<file path="config.mk">
export PLATFORM = sky130hd
export DESIGN_NAME = chg_guard_ctrl
export DESIGN_NICKNAME = d
export VERILOG_FILES = /design/src/rtl/ocp_pkg.sv /design/src/rtl/ocp_sync.sv /design/src/rtl/ocp_tick_gen.sv /design/src/rtl/ocp_fsm.sv /design/src/rtl/chg_guard_ctrl.sv
export SDC_FILE = /design/constraint.sdc
export NUM_CORES = 1
export LEC_CHECK = 0
export BUFFER_PORTS_ARGS = -buffer_cell sky130_fd_sc_hd__buf_2
export CELL_PAD_IN_SITES_DETAIL_PLACEMENT = 1
export CELL_PAD_IN_SITES_GLOBAL_PLACEMENT = 1
export CORE_MARGIN = 1.5
export CORE_UTILIZATION = 51
export DETAILED_ROUTE_END_ITERATION = 8
export HOLD_SLACK_MARGIN = 0.05
export PLACE_DENSITY = 0.86
export REMOVE_ABC_BUFFERS = 1
export SKIP_LAST_GASP = 1
export SYNTH_ARGS = -nofsm -noshare
export SYNTH_HDL_FRONTEND = slang
export SYNTH_SLANG_ARGS = --single-unit
</file>
<file path="constraint.sdc">
create_clock -name clk -period 10.2 [get_ports clk]
set_input_delay 2.04 -clock clk [delete_from_list [all_inputs] [get_ports clk]]
set_output_delay 2.04 -clock clk [all_outputs]
set_load 0.03 [all_outputs]
</file>
<file path="src/rtl/ocp_pkg.sv">
package ocp_pkg;

    typedef enum logic [2:0] {
        ST_NORMAL           = 3'd0,
        ST_DETECT_COUNTING  = 3'd1,
        ST_DROPOUT_FILTER   = 3'd2,
        ST_OVERCHARGED      = 3'd3,
        ST_RELEASE_COUNTING = 3'd4
    } ocp_state_e;

    // Seconds of detection delay for a select code; codes above 4 map to the longest delay.
    function automatic int unsigned det_seconds(input logic [2:0] sel);
        case (sel)
            3'd0:    det_seconds = 1;
            3'd1:    det_seconds = 2;
            3'd2:    det_seconds = 4;
            3'd3:    det_seconds = 6;
            default: det_seconds = 8;
        endcase
    endfunction

    function automatic logic is_overcharged(input ocp_state_e st);
        is_overcharged = (st == ST_OVERCHARGED) || (st == ST_RELEASE_COUNTING);
    endfunction

endpackage

</file>
<file path="src/rtl/ocp_sync.sv">
module ocp_sync #(
    parameter int W = 6
) (
    input  logic         clk,
    input  logic         rst,
    input  logic [W-1:0] d_i,
    output logic [W-1:0] q_o
);
    for (genvar b = 0; b < W; b++) begin : g_bit
        logic s1_d, s1_q, s2_d, s2_q;

        always_comb begin
            s1_d = d_i[b];
            s2_d = s1_q;
        end

        always_ff @(posedge clk) begin
            if (rst) begin
                s1_q <= 1'b0;
                s2_q <= 1'b0;
            end else begin
                s1_q <= s1_d;
                s2_q <= s2_d;
            end
        end

        assign q_o[b] = s2_q;
    end
endmodule

</file>
<file path="src/rtl/ocp_tick_gen.sv">
module ocp_tick_gen #(
    parameter int TICK_DIV = 125000
) (
    input  logic clk,
    input  logic rst,
    output logic tick_o
);
    localparam int PW = (TICK_DIV > 2) ? $clog2(TICK_DIV) : 1;
    localparam logic [PW-1:0] LAST = PW'(TICK_DIV - 1);

    logic [PW-1:0] cnt_d, cnt_q;
    logic          wrap;

    always_comb begin
        wrap  = (cnt_q == LAST);
        cnt_d = wrap ? '0 : cnt_q + PW'(1);
    end

    always_ff @(posedge clk) begin
        if (rst) cnt_q <= '0;
        else     cnt_q <= cnt_d;
    end

    assign tick_o = wrap;
endmodule

</file>
<file path="src/rtl/ocp_fsm.sv">
module ocp_fsm
    import ocp_pkg::*;
#(
    parameter int SEC_TICKS       = 1000,
    parameter int TEST_TICKS      = 32,
    parameter int FILT_TICKS      = 12,
    parameter int REL_SHORT_TICKS = 2,
    parameter int REL_LONG_TICKS  = 64
) (
    input  logic       clk,
    input  logic       rst,
    input  logic       tick_i,
    input  logic       any_det_i,
    input  logic       any_high_i,
    input  logic [2:0] det_sel_i,
    input  logic       rel_sel_i,
    input  logic       test_short_i,
    output ocp_state_e state_o,
    output logic       ovc_o,
    output logic       pulse_o
);
    localparam int DET_MAX = 8 * SEC_TICKS;
    localparam int CW      = $clog2(DET_MAX + 1);
    localparam int FW      = $clog2(FILT_TICKS + 1);
    localparam int REL_MAX = (REL_LONG_TICKS > REL_SHORT_TICKS) ? REL_LONG_TICKS : REL_SHORT_TICKS;
    localparam int RW      = $clog2(REL_MAX + 1);

    typedef struct packed {
        ocp_state_e    st;
        logic [CW-1:0] det_cnt;
        logic [FW-1:0] filt_cnt;
        logic [RW-1:0] rel_cnt;
        logic          pulse;
    } regs_t;

    regs_t         r_d, r_q;
    logic [CW:0]   det_lim, det_next;
    logic [FW:0]   filt_next;
    logic [RW:0]   rel_lim, rel_next;

    always_comb begin
        det_lim   = test_short_i ? (CW+1)'(TEST_TICKS)
                                 : (CW+1)'(det_seconds(det_sel_i) * SEC_TICKS);
        rel_lim   = rel_sel_i ? (RW+1)'(REL_LONG_TICKS) : (RW+1)'(REL_SHORT_TICKS);
        det_next  = {1'b0, r_q.det_cnt} + (CW+1)'(1);
        filt_next = {1'b0, r_q.filt_cnt} + (FW+1)'(1);
        rel_next  = {1'b0, r_q.rel_cnt} + (RW+1)'(1);

        r_d = r_q;
        unique case (r_q.st)
            ST_NORMAL: begin
                if (any_det_i) begin
                    r_d.st      = ST_DETECT_COUNTING;
                    r_d.det_cnt = '0;
                end
            end
            ST_DETECT_COUNTING: begin
                if (!any_det_i) begin
                    r_d.st       = ST_DROPOUT_FILTER;
                    r_d.filt_cnt = '0;
                end else if (tick_i) begin
                    if (det_next >= det_lim) begin
                        r_d.st      = ST_OVERCHARGED;
                        r_d.det_cnt = '0;
                    end else begin
                        r_d.det_cnt = det_next[CW-1:0];
                    end
                end
            end
            ST_DROPOUT_FILTER: begin
                if (any_det_i) begin
                    r_d.st = ST_DETECT_COUNTING;
                end else if (tick_i) begin
                    if (filt_next >= (FW+1)'(FILT_TICKS)) begin
                        r_d.st       = ST_NORMAL;
                        r_d.det_cnt  = '0;
                        r_d.filt_cnt = '0;
                    end else begin
                        r_d.filt_cnt = filt_next[FW-1:0];
                    end
                end
            end
            ST_OVERCHARGED: begin
                if (!any_high_i) begin
                    r_d.st      = ST_RELEASE_COUNTING;
                    r_d.rel_cnt = '0;
                end
            end
            ST_RELEASE_COUNTING: begin
                if (any_high_i) begin
                    r_d.st      = ST_OVERCHARGED;
                    r_d.rel_cnt = '0;
                end else if (tick_i) begin
                    if (rel_next >= rel_lim) begin
                        r_d.st      = ST_NORMAL;
                        r_d.rel_cnt = '0;
                    end else begin
                        r_d.rel_cnt = rel_next[RW-1:0];
                    end
                end
            end
            default: begin
                r_d.st = ST_NORMAL;
            end
        endcase
        r_d.pulse = is_overcharged(r_d.st) != is_overcharged(r_q.st);
    end

    always_ff @(posedge clk) begin
        if (rst) begin
            r_q.st       <= ST_NORMAL;
            r_q.det_cnt  <= '0;
            r_q.filt_cnt <= '0;
            r_q.rel_cnt  <= '0;
            r_q.pulse    <= 1'b0;
        end else begin
            r_q <= r_d;
        end
    end

    assign state_o = r_q.st;
    assign ovc_o   = is_overcharged(r_q.st);
    assign pulse_o = r_q.pulse;
endmodule

</file>
<file path="src/rtl/chg_guard_ctrl.sv">
module chg_guard_ctrl
    import ocp_pkg::*;
#(
    parameter int NUM_CELLS       = 3,
    parameter int TICK_DIV        = 125000,
    parameter int SEC_TICKS       = 1000,
    parameter int TEST_TICKS      = 32,
    parameter int FILT_TICKS      = 12,
    parameter int REL_SHORT_TICKS = 2,
    parameter int REL_LONG_TICKS  = 64
) (
    input  logic                 clk,
    input  logic                 rst,
    input  logic [NUM_CELLS-1:0] cell_over_det_i,
    input  logic [NUM_CELLS-1:0] cell_over_rel_i,
    input  logic [2:0]           det_sel_i,
    input  logic                 rel_sel_i,
    input  logic                 test_short_i,
    input  logic                 act_low_i,
    output logic                 chg_ctrl_o,
    output logic                 ovc_edge_o
);
    localparam int SW = 2 * NUM_CELLS;

    logic [SW-1:0]        flags_s;
    logic [NUM_CELLS-1:0] det_s, rel_s;
    logic                 any_det_s, any_high_s, tick;
    logic                 ovc, pulse;
    ocp_state_e           state;

    ocp_sync #(.W(SW)) u_sync (
        .clk (clk),
        .rst (rst),
        .d_i ({cell_over_rel_i, cell_over_det_i}),
        .q_o (flags_s)
    );

    assign det_s      = flags_s[NUM_CELLS-1:0];
    assign rel_s      = flags_s[SW-1:NUM_CELLS];
    assign any_det_s  = |det_s;
    assign any_high_s = (|rel_s) | any_det_s;

    ocp_tick_gen #(.TICK_DIV(TICK_DIV)) u_tick (
        .clk    (clk),
        .rst    (rst),
        .tick_o (tick)
    );

    ocp_fsm #(
        .SEC_TICKS       (SEC_TICKS),
        .TEST_TICKS      (TEST_TICKS),
        .FILT_TICKS      (FILT_TICKS),
        .REL_SHORT_TICKS (REL_SHORT_TICKS),
        .REL_LONG_TICKS  (REL_LONG_TICKS)
    ) u_fsm (
        .clk          (clk),
        .rst          (rst),
        .tick_i       (tick),
        .any_det_i    (any_det_s),
        .any_high_i   (any_high_s),
        .det_sel_i    (det_sel_i),
        .rel_sel_i    (rel_sel_i),
        .test_short_i (test_short_i),
        .state_o      (state),
        .ovc_o        (ovc),
        .pulse_o      (pulse)
    );

    assign chg_ctrl_o = ovc ^ act_low_i;
    assign ovc_edge_o = pulse;
endmodule

</file>
### Word-level counts from Yosys, hierarchy flattened

Cells that the tools add are included.
W data, S select, Z words.

| storage, ports and cells | value |
|---|---|
| memories kept | 0 |
| input bits | 14 |
| logic and storage cells | 88 |
| ROM bits | 0 |
| bits in latches | 0 |
| RAM bits | 0 |
| register bits | 57 |

| cells by class | value |
|---|---|
| div/mod/pow operators | 0 |
| shifts and indexed selects | 0 |
| order comparisons | 3 |
| eq/ne operators | 20 |
| multiplexer cells | 27 |
| add/sub/neg operators | 4 |
| multipliers | 1 |
| reductions and logical operators | 13 |
| bitwise logic cells | 2 |

Operators by type and width:

| cell | number |
|---|---|
| $mux W16 | 3 |
| $pmux W13 S3 | 1 |
| $mux W7 | 5 |
| $mux W13 | 2 |
| $mux W3 | 7 |
| $mux W20 | 1 |
| $add A17 B1 Y17 const B | 1 |
| $eq A17 B17 Y1 const B | 1 |
| $mux W17 | 1 |
| $pmux W4 S4 | 1 |
| $eq A3 B2 Y1 const B | 5 |
| $pmux W3 S5 | 1 |
| $add A13 B1 Y14 const B | 1 |
| $ge A14 B14 Y1 | 1 |
| $mux W14 | 1 |
| $ne A2 B2 Y1 const B | 7 |
| $pmux W7 S2 | 1 |
| $mul A4 B7 Y11 const B | 1 |
| $add A7 B1 Y8 const B | 1 |
| $ge A8 B8 Y1 | 1 |
| $mux W4 | 2 |
| $pmux W4 S2 | 1 |
| $reduce_and A7 Y1 | 1 |
| $eq A3 B1 Y1 const B | 2 |
| other kinds (16) | 21 |

### Depth between registers and ports, before layout

| depth | value |
|---|---|
| depth in word-level cells | 12 |
| mapped depth | 19 |

### By module

A second synthesis with hierarchy kept.

| unflattened totals | value |
|---|---|
| cell total of the unflattened synthesis | 426 |
| area total of the unflattened synthesis | 3,616.0 um2 |

Modules (own cells, without submodules):

| module | sequential area each (um2) | cells each | times used | area an instance (um2) |
|---|---|---|---|---|
| ocp_fsm | 560.5 | 302 | 1 | 2,376.0 |
| ocp_tick_gen | 340.3 | 90 | 1 | 800.8 |
| ocp_sync | 240.2 | 31 | 1 | 411.6 |
| chg_guard_ctrl | 0.0 | 3 | 1 | 27.5 |

### Worst setup path before layout

No wires, ideal clock.

| timing path | value |
|---|---|
| path kind | in2reg |
| from | in det_sel_i[2] |
| to | reg u_fsm.r_q[14] (netlist bit) |
| arrival time | 6.269 ns |
| stages on the path | 18 |
| setup time | 0.058 ns |
| setup slack | 3.874 ns |
| cell sequence | or2_2 > nor2_1 > inv_1 > fa_1 > inv_1 > ha_1 > a21oi_1 > nor2b_1 > o21ai_0 > a211oi_1 > or3_1 > ha_1 > and4_1 > o21a_1 > a22o_1 > or4_4 > nor3b_2 > a211o_1 |

| on the way | value |
|---|---|
| longest elaborated chain between the ends | 9 |

RTL lines:

| element | RTL line | text |
|---|---|---|
| start: declaration | chg_guard_ctrl.sv:16 | `input logic [2:0] det_sel_i,` |
| $eq A3 B2 Y1, or another cell as far along | ocp_pkg.sv:13 | `case (sel)` |
| $pmux W4 S4 (*) | ocp_pkg.sv:13 |  |
| $mul A4 B7 Y11 (*) | ocp_fsm.sv:43 | `: (CW+1)'(det_seconds(det_sel_i) * SEC_TICKS);` |
| $mux W14 (*) | ocp_fsm.sv:42 | `det_lim = test_short_i ? (CW+1)'(TEST_TICKS)` |
| $ge A14 B14 Y1 (*) | ocp_fsm.sv:62 | `if (det_next >= det_lim) begin` |
| $mux W13 (*) | ocp_fsm.sv:62 |  |
| $mux W16 (*) | ocp_fsm.sv:61 | `end else if (tick_i) begin` |
| $mux W13 (*) | ocp_fsm.sv:58 | `if (!any_det_i) begin` |
| $pmux W13 S3 (*) | ocp_fsm.sv:50 | `unique case (r_q.st)` |
| end signal: assignment | ocp_fsm.sv:117 | `r_q <= r_d;` |
| end: declaration | ocp_fsm.sv:36 | `regs_t r_d, r_q;` |

Every way passes the cells marked *; elsewhere a longest branch is shown, timed or not. The select of a mux whose other input is x is not followed.
A chain may end at the register's enable or synchronous reset.

### Worst setup path in the final report

| timing path | value |
|---|---|
| from | in det_sel_i[2] |
| to | reg u_fsm.r_q[16] (netlist bit) |

Same word-level chain as after synthesis.

==> summary.md <==
| Metric | Value |
|---|---|
| Routed WL | `between 8000 and 9000 µm` |
| Synth top cells by count | `57 x dfxtp_1, 40 x nor2_1, 38 x nand2_1` |
| Vias in the first global route | `3163` |
| Final Critical Period | `6.51 ns` |
| Number of synthesized flops with an enable pin | `0` |
| Storage cell area | `around 1100 µm²` |
| Worst Hold Class | `register to register` |
| Crit-path max FO | `8` |
| Max Freq | `~0.15 GHz` |
| H-tree depth reported by CTS | `3` |
| R2R Path End | `u_fsm.r_q[16]` |
| Fin crit share | `between 60 and 70%` |
| Final hold slack | `approximately 0.44 ns` |
| Max Root-Sink Buffers | `2` |
| RSZ-0062 raised after global routing | `no` |
| R2R setup slack | `6.76 ns` |
| Placer Congestion | `~0.83` |
| Slew headroom | `47.1%` |
| DRC viols | `0` |
| Pwr Total | `slightly above 500 µW` |
| Count leader, synth | `dfxtp_1` |
| IO Pins | `16` |
| Hold buffers post-CTS | `0` |
| Reg2reg start | `u_fsm.r_q[14]` |
| Mapped Cells | `442` |
| Yosys Warn Count | `0` |
| Leak Pwr | `about 1.6 nW` |
| Critical path type | `input port to register` |
| Die Width | `~88 µm` |
| Antenna diodes | `0` |
| Hold Crit Start | `u_sync.g_bit[3].s1_q` |
| Pre-CTS setup slack | `around 3.3 ns` |
| CTS Root Buffer Type | `clkbuf_8` |
| Clock sinks | `57` |
| Worst Path Required | `around 10 ns` |
| Synth top area cells | `dfxtp_1 31%, ha_1 10%, nor2_1 4.0%` |
| Tot GR Track Use | `between 20% and 30%` |
| Buf+Inv Stages, Crit Path | `3` |
| FF+latch count, synth | `57` |
| Overflow after GRT | `0` |
| FF-to-FF path depth | `11` |
| Multi-input logic area | `roughly 2400 µm²` |
| Nets | `roughly 500` |
| Dpl cells | `roughly 540` |
| Number of CTS-inserted buffers | `9` |
| Mean post-synth cell area | `about 8.4 µm²` |
| Synth cell types | `63` |
| Post-synth ARST share | `0%` |
| Delay-heaviest family, CP | `simple AND/OR/NAND/NOR gates` |
| Hold path cells | `1` |
| Post-Layout Cell Count | `between 500 and 600` |
| Total setup buffers inserted after CTS | `0` |
| DP Wirelength | `roughly 6300 µm` |
| Antenna violations before repair | `0` |
| Total Die Area | `slightly below 8000 µm²` |
| Share of cells above drive strength 1 | `12.4%` |
| Worst Hold Path EP | `u_sync.g_bit[3].s2_q` |
| Setup crit end kind | `register` |
| Final Hold Vio Count | `0` |
| Share of the synthesized area in the top cell type | `a little under a third` |
| CTS tree | `done` |
| PortBufs | `15` |
| PD cells | `about 130 nW/µm²` |
| Synthesized area | `3720 µm²` |
| Initial Util | `53.9%` |
| Ys flop type | `dfxtp_1` |
| Peak supply drop | `between 0.00009 and 0.0001 V` |
| Die H | `between 80 and 90 µm` |
| Max stage delay on crit path | `between 0.5 and 0.6 ns` |
| Row count | `30` |
| Filler cells | `just under 900` |
| Critical path launch point type | `input port` |
| 1st-iter DRT viols | `80` |
| Post-DR wirelength/cell | `between 15 and 20 µm` |
| Design area | `slightly above 4000 µm²` |
| Clock Latency Late Sink | `~0.34 ns` |
| Cells along the critical path | `buf_2 -> or2_2 -> nor2_1 -> inv_1 -> fa_1 -> inv_1 -> ha_1 -> a21oi_1 -> nor2b_1 -> o21ai_0 -> a211oi_1 -> or3_1 -> ha_1 -> and4_1 -> o21a_1 -> a22o_1 -> or4_4 -> nor2_4 -> a22o_1` |
| Antenna-violating nets left | `0` |
| Final setup violation count | `0` |
| Largest area contributor in the netlist | `dfxtp_1` |
| Status | `finished, final reports clean` |
| Setup_tns | `0 ns` |
| Worst path slowest cell | `fa_1` |
| Final worst slack | `approximately 3.7 ns` |
| Clock Pin Slew Worst Setup and Hold Paths | `about 0.07 ns` |
| Final core utilization | `just under 60%` |
| Avg Vias per Cell | `5.70` |
| Final Skew | `0.00955 ns` |
| First-pass GRT wire length | `between 10000 and 15000 µm` |
| Area growth from synthesis to layout | `8.07%` |
| Vias | `between 3k and 4k` |
| Sequential share of the synthesized area | `between 30% and 40%` |
| Arrival time at the worst endpoint | `just under 7 ns` |
| First-pass iteration count of the detailed router | `4` |
| Largest net degree at the start of global routing | `34` |
| Least-Margin Pin Slew | `roughly 0.79 ns` |
| Max-slew violations | `0` |
| Max-Cap Viols | `0` |
| Area after DPL | `around 3800 µm²` |
| Resized Gates After CTS | `0` |
| Core box area | `between 6000 and 7000 µm²` |
==> worst max-delay path by stage <==
stage	cells past startpoint	slack, ns	endpoint	startpoint
6_report	19	3.69	u_fsm.r_q[16]	det_sel_i[2]
5_1_grt	19	3.34	u_fsm.r_q[16]	det_sel_i[2]
4_1_cts	19	3.67	u_fsm.r_q[16]	det_sel_i[2]
3_5_place_dp	19	3.33	u_fsm.r_q[12]	det_sel_i[2]
3_3_place_gp	19	3.51	u_fsm.r_q[14]	det_sel_i[2]
2_1_floorplan	18	3.87	u_fsm.r_q[14]	det_sel_i[2]
==> worst register-to-register path: stages, from the launching register on <==
cell and delay (ns):
dfxtp_1 0.47, nand3_1 0.21, nor3_1 0.61, nand4b_1 0.27, nand2_1 0.14, ha_1 0.25
and4_1 0.25, o21a_1 0.12, a22o_1 0.22, or4_4 0.55, nor2_4 0.15, a22o_1 0.15
==> layout make-up <==
class | count | area share, %
Clock buffer | 10 | 3.42
Inverter | 23 | 2.15
Clock inverter | 4 | 1.12
Tap cell | 96 | 2.99
Multi-Input combinational cell | 343 | 59.9
Sequential cell | 57 | 28.4
Timing Repair Buffer | 16 | 2.05
==> power by group <==
part	total, mW	switching [mW]	internal [mW]
registers	0.231	0.00430	0.227
logic	0.0690	0.0412	0.0278
clock network	0.207	0.0917	0.115
==> cells in the final DEF (no fill, tap or decap), types with 2 or more instances in the layout <==
| cell | n |
|---|---|
| nor2b_1 | 17 |
| and3_1 | 5 |
| xor2_1 | 9 |
| fa_1 | 4 |
| or2_2 | 9 |
| o21ai_0 | 12 |
| nor4_4 | 2 |
| a22o_1 | 4 |
| a21o_1 | 9 |
| o211ai_1 | 3 |
| and2_1 | 4 |
| nor2_1 | 40 |
| and4_1 | 3 |
| buf_2 | 15 |
| ha_1 | 30 |
| or4bb_1 | 2 |
| a211oi_1 | 7 |
| o311ai_0 | 5 |
| a211oi_2 | 2 |
| dfxtp_1 | 57 |
| or3_1 | 7 |
| nand2_1 | 38 |
| clkbuf_8 | 10 |
| a311oi_1 | 3 |
| inv_1 | 23 |
| nand2b_1 | 8 |
| o21a_1 | 5 |
| nor3_1 | 13 |
| nor2_2 | 2 |
| a31oi_1 | 3 |
| clkinv_2 | 3 |
| xnor2_1 | 14 |
| nand4b_1 | 5 |
| o221ai_1 | 2 |
| a21oi_1 | 20 |
| nand3_1 | 27 |
| nand4_1 | 5 |
==> layer usage <==
metal	global-route usage (%)	vias up	part of all wire (%)
met3	4.38	11	2.0
met2	43.2	31	51
met5	0	-	0
met4	8.24	0	1.5
li1	-	1574	-
met1	29.0	1513	46
==> state kept, by name, summed over array words and instances, names as in the netlist <==
name and flops:
u_sync.g_bit.s2_q 6, u_tick.cnt_q 17, u_fsm.state_o 3, u_fsm.r_q 24, u_sync.g_bit.s1_q 6, u_fsm.pulse_o 1
==> logic make-up (layout without fill, tap and decap cells) <==
| group | after synthesis | after routing | share of synthesized area [%] |
|---|---|---|---|
| simple gates | 198 | 198 | 30.3 |
| compound gates | 85 | 85 | 16.1 |
| flops | 57 | 57 | 30.7 |
| buf+inv | 42 | 53 | 4.61 |
| fa+ha+maj | 34 | 34 | 12.2 |
| xor+xnor | 23 | 23 | 5.41 |
| mux | 2 | 2 | 0.572 |
| other cells | 1 | 1 | 0.101 |
No activity file was read; power rests on OpenSTA's default activity.
